### src/rtl/tx_mbox_pkg.sv
`timescale 1ns/1ps
package tx_mbox_pkg;
  typedef struct packed {
    logic done;
    logic overrun;
  } mbox_sts_t;
endpackage

### src/rtl/tx_mbox_ctrl.sv
`timescale 1ns/1ps
module tx_mbox_ctrl
  import tx_mbox_pkg::*;
#(
  parameter int CNT_W = 4
) (
  input  logic             clk_i,
  input  logic             rst_ni,
  input  logic             wr_i,
  input  logic             load_i,
  input  logic [CNT_W-1:0] load_val_i,
  input  logic             clr_i,
  output logic             we_o,
  output logic [CNT_W-1:0] wptr_o,
  output logic [CNT_W-1:0] cnt_o,
  output logic             busy_o,
  output mbox_sts_t        sts_o
);
  logic             busy_q;
  logic [CNT_W-1:0] cnt_q, wptr_q;
  mbox_sts_t        sts_q;
  logic             accept, reject;

  // load owns the cycle; a coincident write is dropped silently
  assign accept = wr_i & ~load_i & busy_q;
  assign reject = wr_i & ~load_i & ~busy_q;

  always_ff @(posedge clk_i or negedge rst_ni) begin
    if (!rst_ni) begin
      busy_q <= 1'b0;
      cnt_q  <= '0;
      wptr_q <= '0;
      sts_q  <= '0;
    end else if (load_i) begin
      busy_q <= 1'b1;
      cnt_q  <= load_val_i;
      wptr_q <= '0;
      sts_q  <= '0;
    end else begin
      // clear first so a same-cycle set wins
      if (clr_i) sts_q <= '0;
      if (accept) begin
        wptr_q <= wptr_q + CNT_W'(1);
        if (cnt_q == '0) begin
          busy_q     <= 1'b0;
          sts_q.done <= 1'b1;
        end else begin
          cnt_q <= cnt_q - CNT_W'(1);
        end
      end
      if (reject) sts_q.overrun <= 1'b1;
    end
  end

  assign we_o   = accept;
  assign wptr_o = wptr_q;
  assign cnt_o  = cnt_q;
  assign busy_o = busy_q;
  assign sts_o  = sts_q;
endmodule

### src/rtl/tx_mbox_store.sv
`timescale 1ns/1ps
module tx_mbox_store #(
  parameter int BYTES  = 16,
  parameter int BYTE_W = 8,
  parameter int WORD_W = 16,
  localparam int LANES  = WORD_W / BYTE_W,
  localparam int WORDS  = BYTES / LANES,
  localparam int PTR_W  = $clog2(BYTES),
  localparam int RADR_W = $clog2(WORDS)
) (
  input  logic              clk_i,
  input  logic              rst_ni,
  input  logic              we_i,
  input  logic [PTR_W-1:0]  waddr_i,
  input  logic [BYTE_W-1:0] wdata_i,
  input  logic [RADR_W-1:0] raddr_i,
  output logic [WORD_W-1:0] rdata_o
);
  logic [BYTE_W-1:0] mem_q [BYTES];

  for (genvar b = 0; b < BYTES; b++) begin : g_byte
    always_ff @(posedge clk_i or negedge rst_ni) begin
      if (!rst_ni)                              mem_q[b] <= '0;
      else if (we_i && waddr_i == PTR_W'(b))    mem_q[b] <= wdata_i;
    end
  end

  // byte k sits in word k/LANES, lane k%LANES (lane 0 = low bits)
  for (genvar l = 0; l < LANES; l++) begin : g_lane
    always_comb begin
      rdata_o[l*BYTE_W +: BYTE_W] = mem_q[int'(raddr_i) * LANES + l];
    end
  end
endmodule

### src/rtl/tx_mbox_irq.sv
`timescale 1ns/1ps
module tx_mbox_irq
  import tx_mbox_pkg::*;
(
  input  mbox_sts_t sts_i,
  input  logic      mask_all_i,
  input  logic      mask_tx_i,
  output logic      irq_o
);
  assign irq_o = sts_i.done & ~mask_all_i & ~mask_tx_i;
endmodule

### src/rtl/tx_dma_mailbox.sv
`timescale 1ns/1ps
module tx_dma_mailbox
  import tx_mbox_pkg::*;
#(
  parameter int BYTES  = 16,
  parameter int BYTE_W = 8,
  parameter int WORD_W = 16,
  localparam int LANES  = WORD_W / BYTE_W,
  localparam int WORDS  = BYTES / LANES,
  localparam int CNT_W  = $clog2(BYTES),
  localparam int RADR_W = $clog2(WORDS)
) (
  input  logic              clk_i,
  input  logic              rst_ni,
  input  logic              dma_wr_i,
  input  logic [BYTE_W-1:0] dma_data_i,
  input  logic [RADR_W-1:0] rd_addr_i,
  output logic [WORD_W-1:0] rd_data_o,
  input  logic              cnt_load_i,
  input  logic [CNT_W-1:0]  cnt_value_i,
  output logic [CNT_W-1:0]  cnt_o,
  input  logic              stat_clr_i,
  input  logic              irq_mask_all_i,
  input  logic              irq_mask_tx_i,
  output logic              busy_o,
  output logic              done_o,
  output logic              overrun_o,
  output logic              irq_o
);
  logic             we;
  logic [CNT_W-1:0] wptr;
  mbox_sts_t        sts;

  tx_mbox_ctrl #(.CNT_W(CNT_W)) i_ctrl (
    .clk_i      (clk_i),
    .rst_ni     (rst_ni),
    .wr_i       (dma_wr_i),
    .load_i     (cnt_load_i),
    .load_val_i (cnt_value_i),
    .clr_i      (stat_clr_i),
    .we_o       (we),
    .wptr_o     (wptr),
    .cnt_o      (cnt_o),
    .busy_o     (busy_o),
    .sts_o      (sts)
  );

  tx_mbox_store #(.BYTES(BYTES), .BYTE_W(BYTE_W), .WORD_W(WORD_W)) i_store (
    .clk_i   (clk_i),
    .rst_ni  (rst_ni),
    .we_i    (we),
    .waddr_i (wptr),
    .wdata_i (dma_data_i),
    .raddr_i (rd_addr_i),
    .rdata_o (rd_data_o)
  );

  tx_mbox_irq i_irq (
    .sts_i      (sts),
    .mask_all_i (irq_mask_all_i),
    .mask_tx_i  (irq_mask_tx_i),
    .irq_o      (irq_o)
  );

  assign done_o    = sts.done;
  assign overrun_o = sts.overrun;
endmodule

### config.mk
export PLATFORM = sky130hd
export DESIGN_NAME = tx_dma_mailbox
export DESIGN_NICKNAME = d
export VERILOG_FILES = /design/src/rtl/tx_mbox_pkg.sv /design/src/rtl/tx_mbox_ctrl.sv /design/src/rtl/tx_mbox_store.sv /design/src/rtl/tx_mbox_irq.sv /design/src/rtl/tx_dma_mailbox.sv
export SDC_FILE = /design/constraint.sdc
export NUM_CORES = 1
export LEC_CHECK = 0
export CAP_MARGIN = 20
export CORE_AREA = 2 2 133 135
export CTS_CLUSTER_SIZE = 20
export DETAILED_ROUTE_END_ITERATION = 10
export DIE_AREA = 0 0 135 137
export DONT_BUFFER_PORTS = 1
export PLACE_DENSITY = 0.55
export REMOVE_ABC_BUFFERS = 1
export SETUP_SLACK_MARGIN = 0.15
export SLEW_MARGIN = 20
export SYNTH_ARGS = -nofsm -noshare
export SYNTH_HDL_FRONTEND = slang
export SYNTH_SLANG_ARGS = --single-unit
### constraint.sdc
create_clock -name clk_i -period 2.5 [get_ports clk_i]
set_input_delay 0.625 -clock clk_i [delete_from_list [all_inputs] [get_ports clk_i]]
set_output_delay 0.625 -clock clk_i [all_outputs]
set_load 0.01 [all_outputs]
==> flow_metrics.py, run 1 <==
metrics = {
    "run_status": {
        "status": "finished with violations",
        "violations": "hold timing",
    },
    "global_routing": {
        "grt_pass1_vias": 3812,
        "track_usage_pct": 16.40,
        "grt_max_degree": 140,
        "overflow": 0,
        "antenna_found_initial": 0,
        "grt_pass1_wl_um": 22270,
    },
    "detailed_routing": {
        "dr_total_vias": 3470,
        "dr.first_iter.drc_count": 176,
        "drc": 0,
        "ant_nets": 0,
        "wire_per_inst_um": 21.04,
        "dr.pass1.iters": 4,
        "drt-total-wl_um": 13720,
        "via_per_inst": 5.322,
    },
    "worst_setup_path": {
        "startpoint_type": "register",
        "r2r.worst_path.cells": 5,
        "regToRegEndpoint": "i_store.mem_q[109]",
        "r2r_start": "i_ctrl.wptr_o[0]",
        "cp_max_fo": 2,
        "cp.required_ns": 1.88,
        "r2r_slack_ns": 0.36,
        "arrival_ns": 1.59,
        "criticalPathCategory": "reg2out",
        "cp-end-kind": "output pin",
    },
    "timing": {
        "tightest_slew_ns": 0.6406,
        "relSlewSlack_pct": 57.30,
        "max_freq_mhz": 452.3,
        "fin_crit_ns": 2.211,
        "maxSlewViolCount": 0,
        "setup_tns_ns": 0,
        "finClkSkew_ns": 0.006130,
        "rsz0062_at_grt": "no",
        "finalSetupViolations": 0,
        "hold_viol_final": 139,
        "worst_slack_ns": 0.2891,
        "fin_crit_sh_pct": 88.44,
        "holdWs_ns": -0.08337,
    },
    "layout": {
        "drive_gt1_share_pct": 52.69,
        "fill_cells": 1532,
        "diodes": 0,
        "area_delta_synth_final_pct": 11.11,
        "fin_cells": 652,
        "final_nets": 442,
    },
    "clock_tree": {
        "cts_setup_buffers": 0,
        "numCtsBuffers": 17,
        "cts_tree": "done",
        "cts_root_buffer": "clkbuf_16",
        "cts.sinks": 139,
        "clk_latency_ns": 0.41,
        "cts-htree-levels": 4,
        "cts.clk_slew.worst_paths_ns": 0.06,
        "ctsLongestPathBuffers": 2,
        "ctsResizeCount": 0,
    },
    "placement": {
        "place_hpwl_um": 8327,
        "dp_slack_ns": 0.3485,
        "dp_cells": 621,
        "port_buffers": 0,
        "gp_congestion": 0.7067,
    },
    "logic_synthesis": {
        "synth_enable_flop_cells": 0,
        "synth-warning-count": 0,
        "synth-seq-cells": 139,
        "synthMostInstantiatedCell": "dfrtp_1",
        "netlist_top_cells_count": "139 x dfrtp_1, 97 x mux2_2, 40 x mux2_4",
        "synthArstFlopShare_pct": 100.0,
        "synth_area_leaders": "dfrtp_1 52%, mux2_2 16%, mux4_2 11%, mux2_4 8.9%, mux2_1 1.2%",
        "synthFlopType": "dfrtp_1",
        "synth_area_um2": 6711,
        "synth_cell_types": 42,
        "synth_top_cell_area_share_pct": 51.83,
        "syn_inst": 416,
        "yosys.area.top_type": "dfrtp_1",
        "ys_seq_area_share_pct": 51.83,
        "avgSynthCellArea_um2": 16.13,
    },
    "pwr": {
        "ir_worst_vdd_v": 0.0004785,
        "power_density_nw_per_um2": 730.4,
        "power.leakage_nw": 3.515,
    },
    "floorplanning": {
        "fp.coreArea_um2": 17060,
        "dieHeight_um": 137,
        "die_x_um": 135,
        "initial_core_util_pct": 39.35,
        "rows": 48,
        "ioPinCount": 46,
        "die-area_um2": 18500,
    },
    "flow_run": {
        "maxCapViolCount": 0,
    },
    "hold_path": {
        "hp-class": "in2async",
    },
}
==> metrics by stage <==
stage | area (µm²) | hold slack, ns | utilization (%) | total power [mW]
floorplan | 6568 | 0.3294 | - | 3.033
global placement | 6902 | 0.3364 | 40.46 | 3.118
detailed placement | 6902 | 0.3368 | 40.46 | 3.135
CTS | 7457 | -0.1124 | 43.72 | 5.516
global route | 7457 | -0.1152 | 43.72 | 5.690
finish | 7457 | -0.08337 | 43.72 | 5.447
==> logic make-up after synthesis <==
family	Yosys count	synth area share, %
XOR/XNOR	2	0.2610
flip-flops	139	51.83
AO/OA/AOI/OAI	15	1.548
adder cells (fa/ha/maj)	5	0.9321
AND/OR/NAND/NOR	44	5.612
buffers and inverters	34	2.536
multiplexers	177	37.29
==> sequential cells by signal, indices dropped and copies added, names as in the netlist <==
register	flops
i_store.mem_q	128
i_ctrl.cnt_o	4
i_ctrl.wptr_o	4
i_ctrl.sts_o	2
i_ctrl.busy_o	1
==> per-layer routing <==
| metal | GRT usage (%) | vias up | wire length (µm) |
|---|---|---|---|
| met4 | 4.688 | 0 | 146 |
| met3 | 4.963 | 13 | 602 |
| met1 | 21.32 | 1855 | 6239 |
| met2 | 26.73 | 57 | 6728 |
| met5 | 0 | - | 0 |
| li1 | - | 1545 | - |
==> worst max path at each step <==
stage / from / to / slack, ns
2_1_floorplan: rd_addr_i[0] / rd_data_o[0] / 0.50
3_3_place_gp: cnt_load_i / i_store.mem_q[108] / 0.38
3_5_place_dp: i_ctrl.busy_o / i_store.mem_q[99] / 0.35
4_1_cts: i_store.mem_q[122] / rd_data_o[2] / 0.26
5_1_grt: i_store.mem_q[122] / rd_data_o[2] / 0.22
6_report: i_store.mem_q[121] / rd_data_o[1] / 0.29
==> critical path: stages, from the launching register on <==
cell and delay [ns]:
dfrtp_1 0.39, mux4_2 0.47, mux2_2 0.31
==> area by class of cell <==
class	count	area, µm²	share of cell area (%)
inverter	7	26.28	0.3523
multi-input combinational	243	3063	41.07
clock inverter	8	67.56	0.9060
tap	225	281.5	3.775
sequential	139	3478	46.64
clock buffer	23	488.0	6.544
timing repair buffer	7	52.55	0.7047
==> cells in the final DEF (no fill, tap or decap), types with 5 or more instances in the layout <==
| cell type | instances |
|---|---|
| mux2_2 | 97 |
| ha_1 | 5 |
| clkbuf_16 | 17 |
| mux2_4 | 40 |
| nand2_1 | 5 |
| nor2_4 | 6 |
| nor2_1 | 6 |
| mux4_2 | 32 |
| clkinv_2 | 6 |
| dfrtp_1 | 139 |
| inv_1 | 7 |
| mux2_1 | 7 |
| buf_4 | 7 |
==> where the power goes <==
part	switching, mW	internal, mW
Clock	0.896	1.46
Sequential	0.134	2.45
Combinational	0.139	0.376
Total	1.17	4.28
(Power assumes the default switching activity.)
==> inputs of run 2 (changes only) <==
BUFFER_PORTS_ARGS = -buffer_cell sky130_fd_sc_hd__buf_2   (was not set)
DONT_BUFFER_PORTS = not set   (was 1)
PLACE_DENSITY = 0.57   (was 0.55)
==> flow_metrics.py, run 2 (synthesis results as in run 1) <==
metrics = {
    "global_routing": {
        "grt_pass1_wl_um": 23140,
        "grt-busiest-layer": "met2",
        "grtUsageMet2_pct": 28.17,
        "grtUsageMet1_pct": 22.24,
        "grt_pass1_vias": 4105,
        "grt_max_degree": 44,
        "antenna_found_initial": 0,
        "track_usage_pct": 17.03,
        "grt_util_met3_pct": 3.481,
        "overflow": 0,
    },
    "worst_setup_path": {
        "cp-end-kind": "output pin",
        "slowest_delay_ns": 0.49,
        "r2r_slack_ns": 0.53,
        "startpoint_type": "primary input",
        "crit_end": "rd_data_o[15]",
        "slowest_stage": "mux4_2",
        "r2r_start": "i_ctrl.wptr_o[0]",
        "path_cells": "buf_16 > buf_4 > mux4_2 > mux2_2 > buf_2",
        "arrival_ns": 1.84,
        "crit_cells": 5,
        "r2r.worst_path.cells": 6,
        "worstPathBufferInverterCount": 3,
        "regToRegEndpoint": "i_store.mem_q[105]",
        "cp_max_fo": 7,
        "cp.required_ns": 1.88,
        "criticalPathCategory": "in2out",
        "crit_start": "rd_addr_i[0]",
        "path_delay_family": "multiplexers",
    },
    "timing": {
        "holdWs_ns": 0.1276,
        "worst_slack_ns": 0.03734,
        "fin_crit_ns": 2.463,
        "tightest_slew_ns": 0.6143,
        "finClkSkew_ns": 0.008261,
        "fin_crit_sh_pct": 98.51,
        "max_freq_mhz": 406.1,
        "setup_tns_ns": 0,
        "finalSetupViolations": 0,
        "maxSlewViolCount": 0,
        "relSlewSlack_pct": 58.96,
        "rsz0062_at_grt": "yes",
        "hold_viol_final": 0,
    },
    "floorplanning": {
        "ioPinCount": 46,
        "rows": 48,
        "fp.coreArea_um2": 17060,
        "die-area_um2": 18500,
        "initial_core_util_pct": 39.35,
        "die_x_um": 135,
        "dieHeight_um": 137,
    },
    "pwr": {
        "power.leakage_nw": 3.926,
        "p_clk_share_pct": 42.8,
        "intPower_mw": 4.499,
        "p_sw_mw": 1.340,
        "switching_share_pct": 22.95,
        "ir_worst_vdd_v": 0.0004786,
        "p_seq_share_pct": 43.9,
        "power_density_nw_per_um2": 715.8,
        "pwr-share-comb_pct": 13.3,
    },
    "clock_tree": {
        "numCtsBuffers": 17,
        "cts-htree-levels": 4,
        "cts.clk_slew.worst_paths_ns": 0.05,
        "cts_tree": "done",
        "cts.sinks": 139,
        "cts_hold_buf": 0,
        "clk_latency_ns": 0.42,
        "ctsLongestPathBuffers": 2,
        "cts_root_buffer": "clkbuf_16",
    },
    "layout": {
        "area_delta_synth_final_pct": 21.53,
        "largest_reg_flops": 128,
        "stdcell_area_um2": 8157,
        "diodes": 0,
        "final_cell_mix": "139 x dfrtp_1, 86 x mux2_2, 51 x mux2_4",
        "drive_gt1_share_pct": 59.39,
        "top_register": "i_store.mem_q",
        "final_nets": 509,
        "final_common_cell": "dfrtp_1",
        "fill_cells": 1490,
    },
    "placement": {
        "port_buffers": 45,
        "place_area_um2": 7358,
        "gp_congestion": 0.7378,
        "dp_slack_ns": -0.1368,
        "place_hpwl_um": 9188,
    },
    "hold_path": {
        "hp-class": "in2async",
    },
    "detailed_routing": {
        "drc": 0,
        "dr_total_vias": 3706,
        "ant_nets": 0,
        "dr.pass1.iters": 6,
        "wire_per_inst_um": 19.70,
        "drt-total-wl_um": 14180,
        "dr.first_iter.drc_count": 182,
        "via_per_inst": 5.147,
    },
    "run_status": {
        "status": "completed",
    },
    "flow_run": {
        "maxCapViolCount": 0,
    },
}
[run 2: changes by cell type in the layout (fill, tap and decap cells not counted), moves of 6 or more]
cell / delta
buf_2: +32
buf_6: +13
buf_4: +12
mux2_2: -11
mux2_4: +11
buf_12: +6
[run 2: layout make-up]
cell class | count | area, µm² | share of cell area [%]
flip-flops and latches | 139 | 3478 | 42.64
multi-input cells | 243 | 3104 | 38.06
repair buffers | 74 | 666.9 | 8.176
clock buffers | 22 | 484.2 | 5.936
well taps | 225 | 281.5 | 3.451
clock inverters | 10 | 115.1 | 1.411
inverters | 7 | 26.28 | 0.3221
[run 2: timing repair]
item	4_1_cts	5_1_grt
resized for setup	26	6
pin swaps	0	0
setup endpoints to repair	16	16
buffers inserted	0	0
gates cloned	2	0
[run 2: worst min-delay path by stage]
stage,endpoint,startpoint,cells past startpoint,slack (ns)
after floorplan,i_ctrl.busy_o,rst_ni,0,0.33
final,i_store.mem_q[20],rst_ni,1,0.13
after detailed placement,i_store.mem_q[95],i_store.mem_q[95],1,0.48
after global placement,i_store.mem_q[6],i_store.mem_q[6],1,0.46
after global routing,i_store.mem_q[71],rst_ni,1,0.14
after CTS,i_ctrl.cnt_o[0],rst_ni,1,0.12
[run 2: power groups by stage]
stage / clock network, mW / registers (mW) / logic (mW)
floorplan: 0 / 2.56 / 0.469
global placement: 0 / 2.59 / 0.710
detailed placement: 0 / 2.59 / 0.732
CTS: 2.56 / 2.56 / 0.781
global route: 2.66 / 2.59 / 0.837
finish: 2.50 / 2.56 / 0.776
[run 2: layer usage]
layer,wire length [µm],vias up,share of wire (%)
met2,6973,45,49
met3,344,13,2.4
met4,176,0,1.2
met5,0,-,0
met1,6688,1957,47
li1,-,1691,-
[run 2: through the flow]
stage               util [%]  instances  power (mW)
global route           47.82        720       6.086
floorplan                  -        389       3.033
global placement       43.14        686       3.297
detailed placement     43.14        686       3.324
CTS                    47.67        720       5.902
finish                 47.82        720       5.838
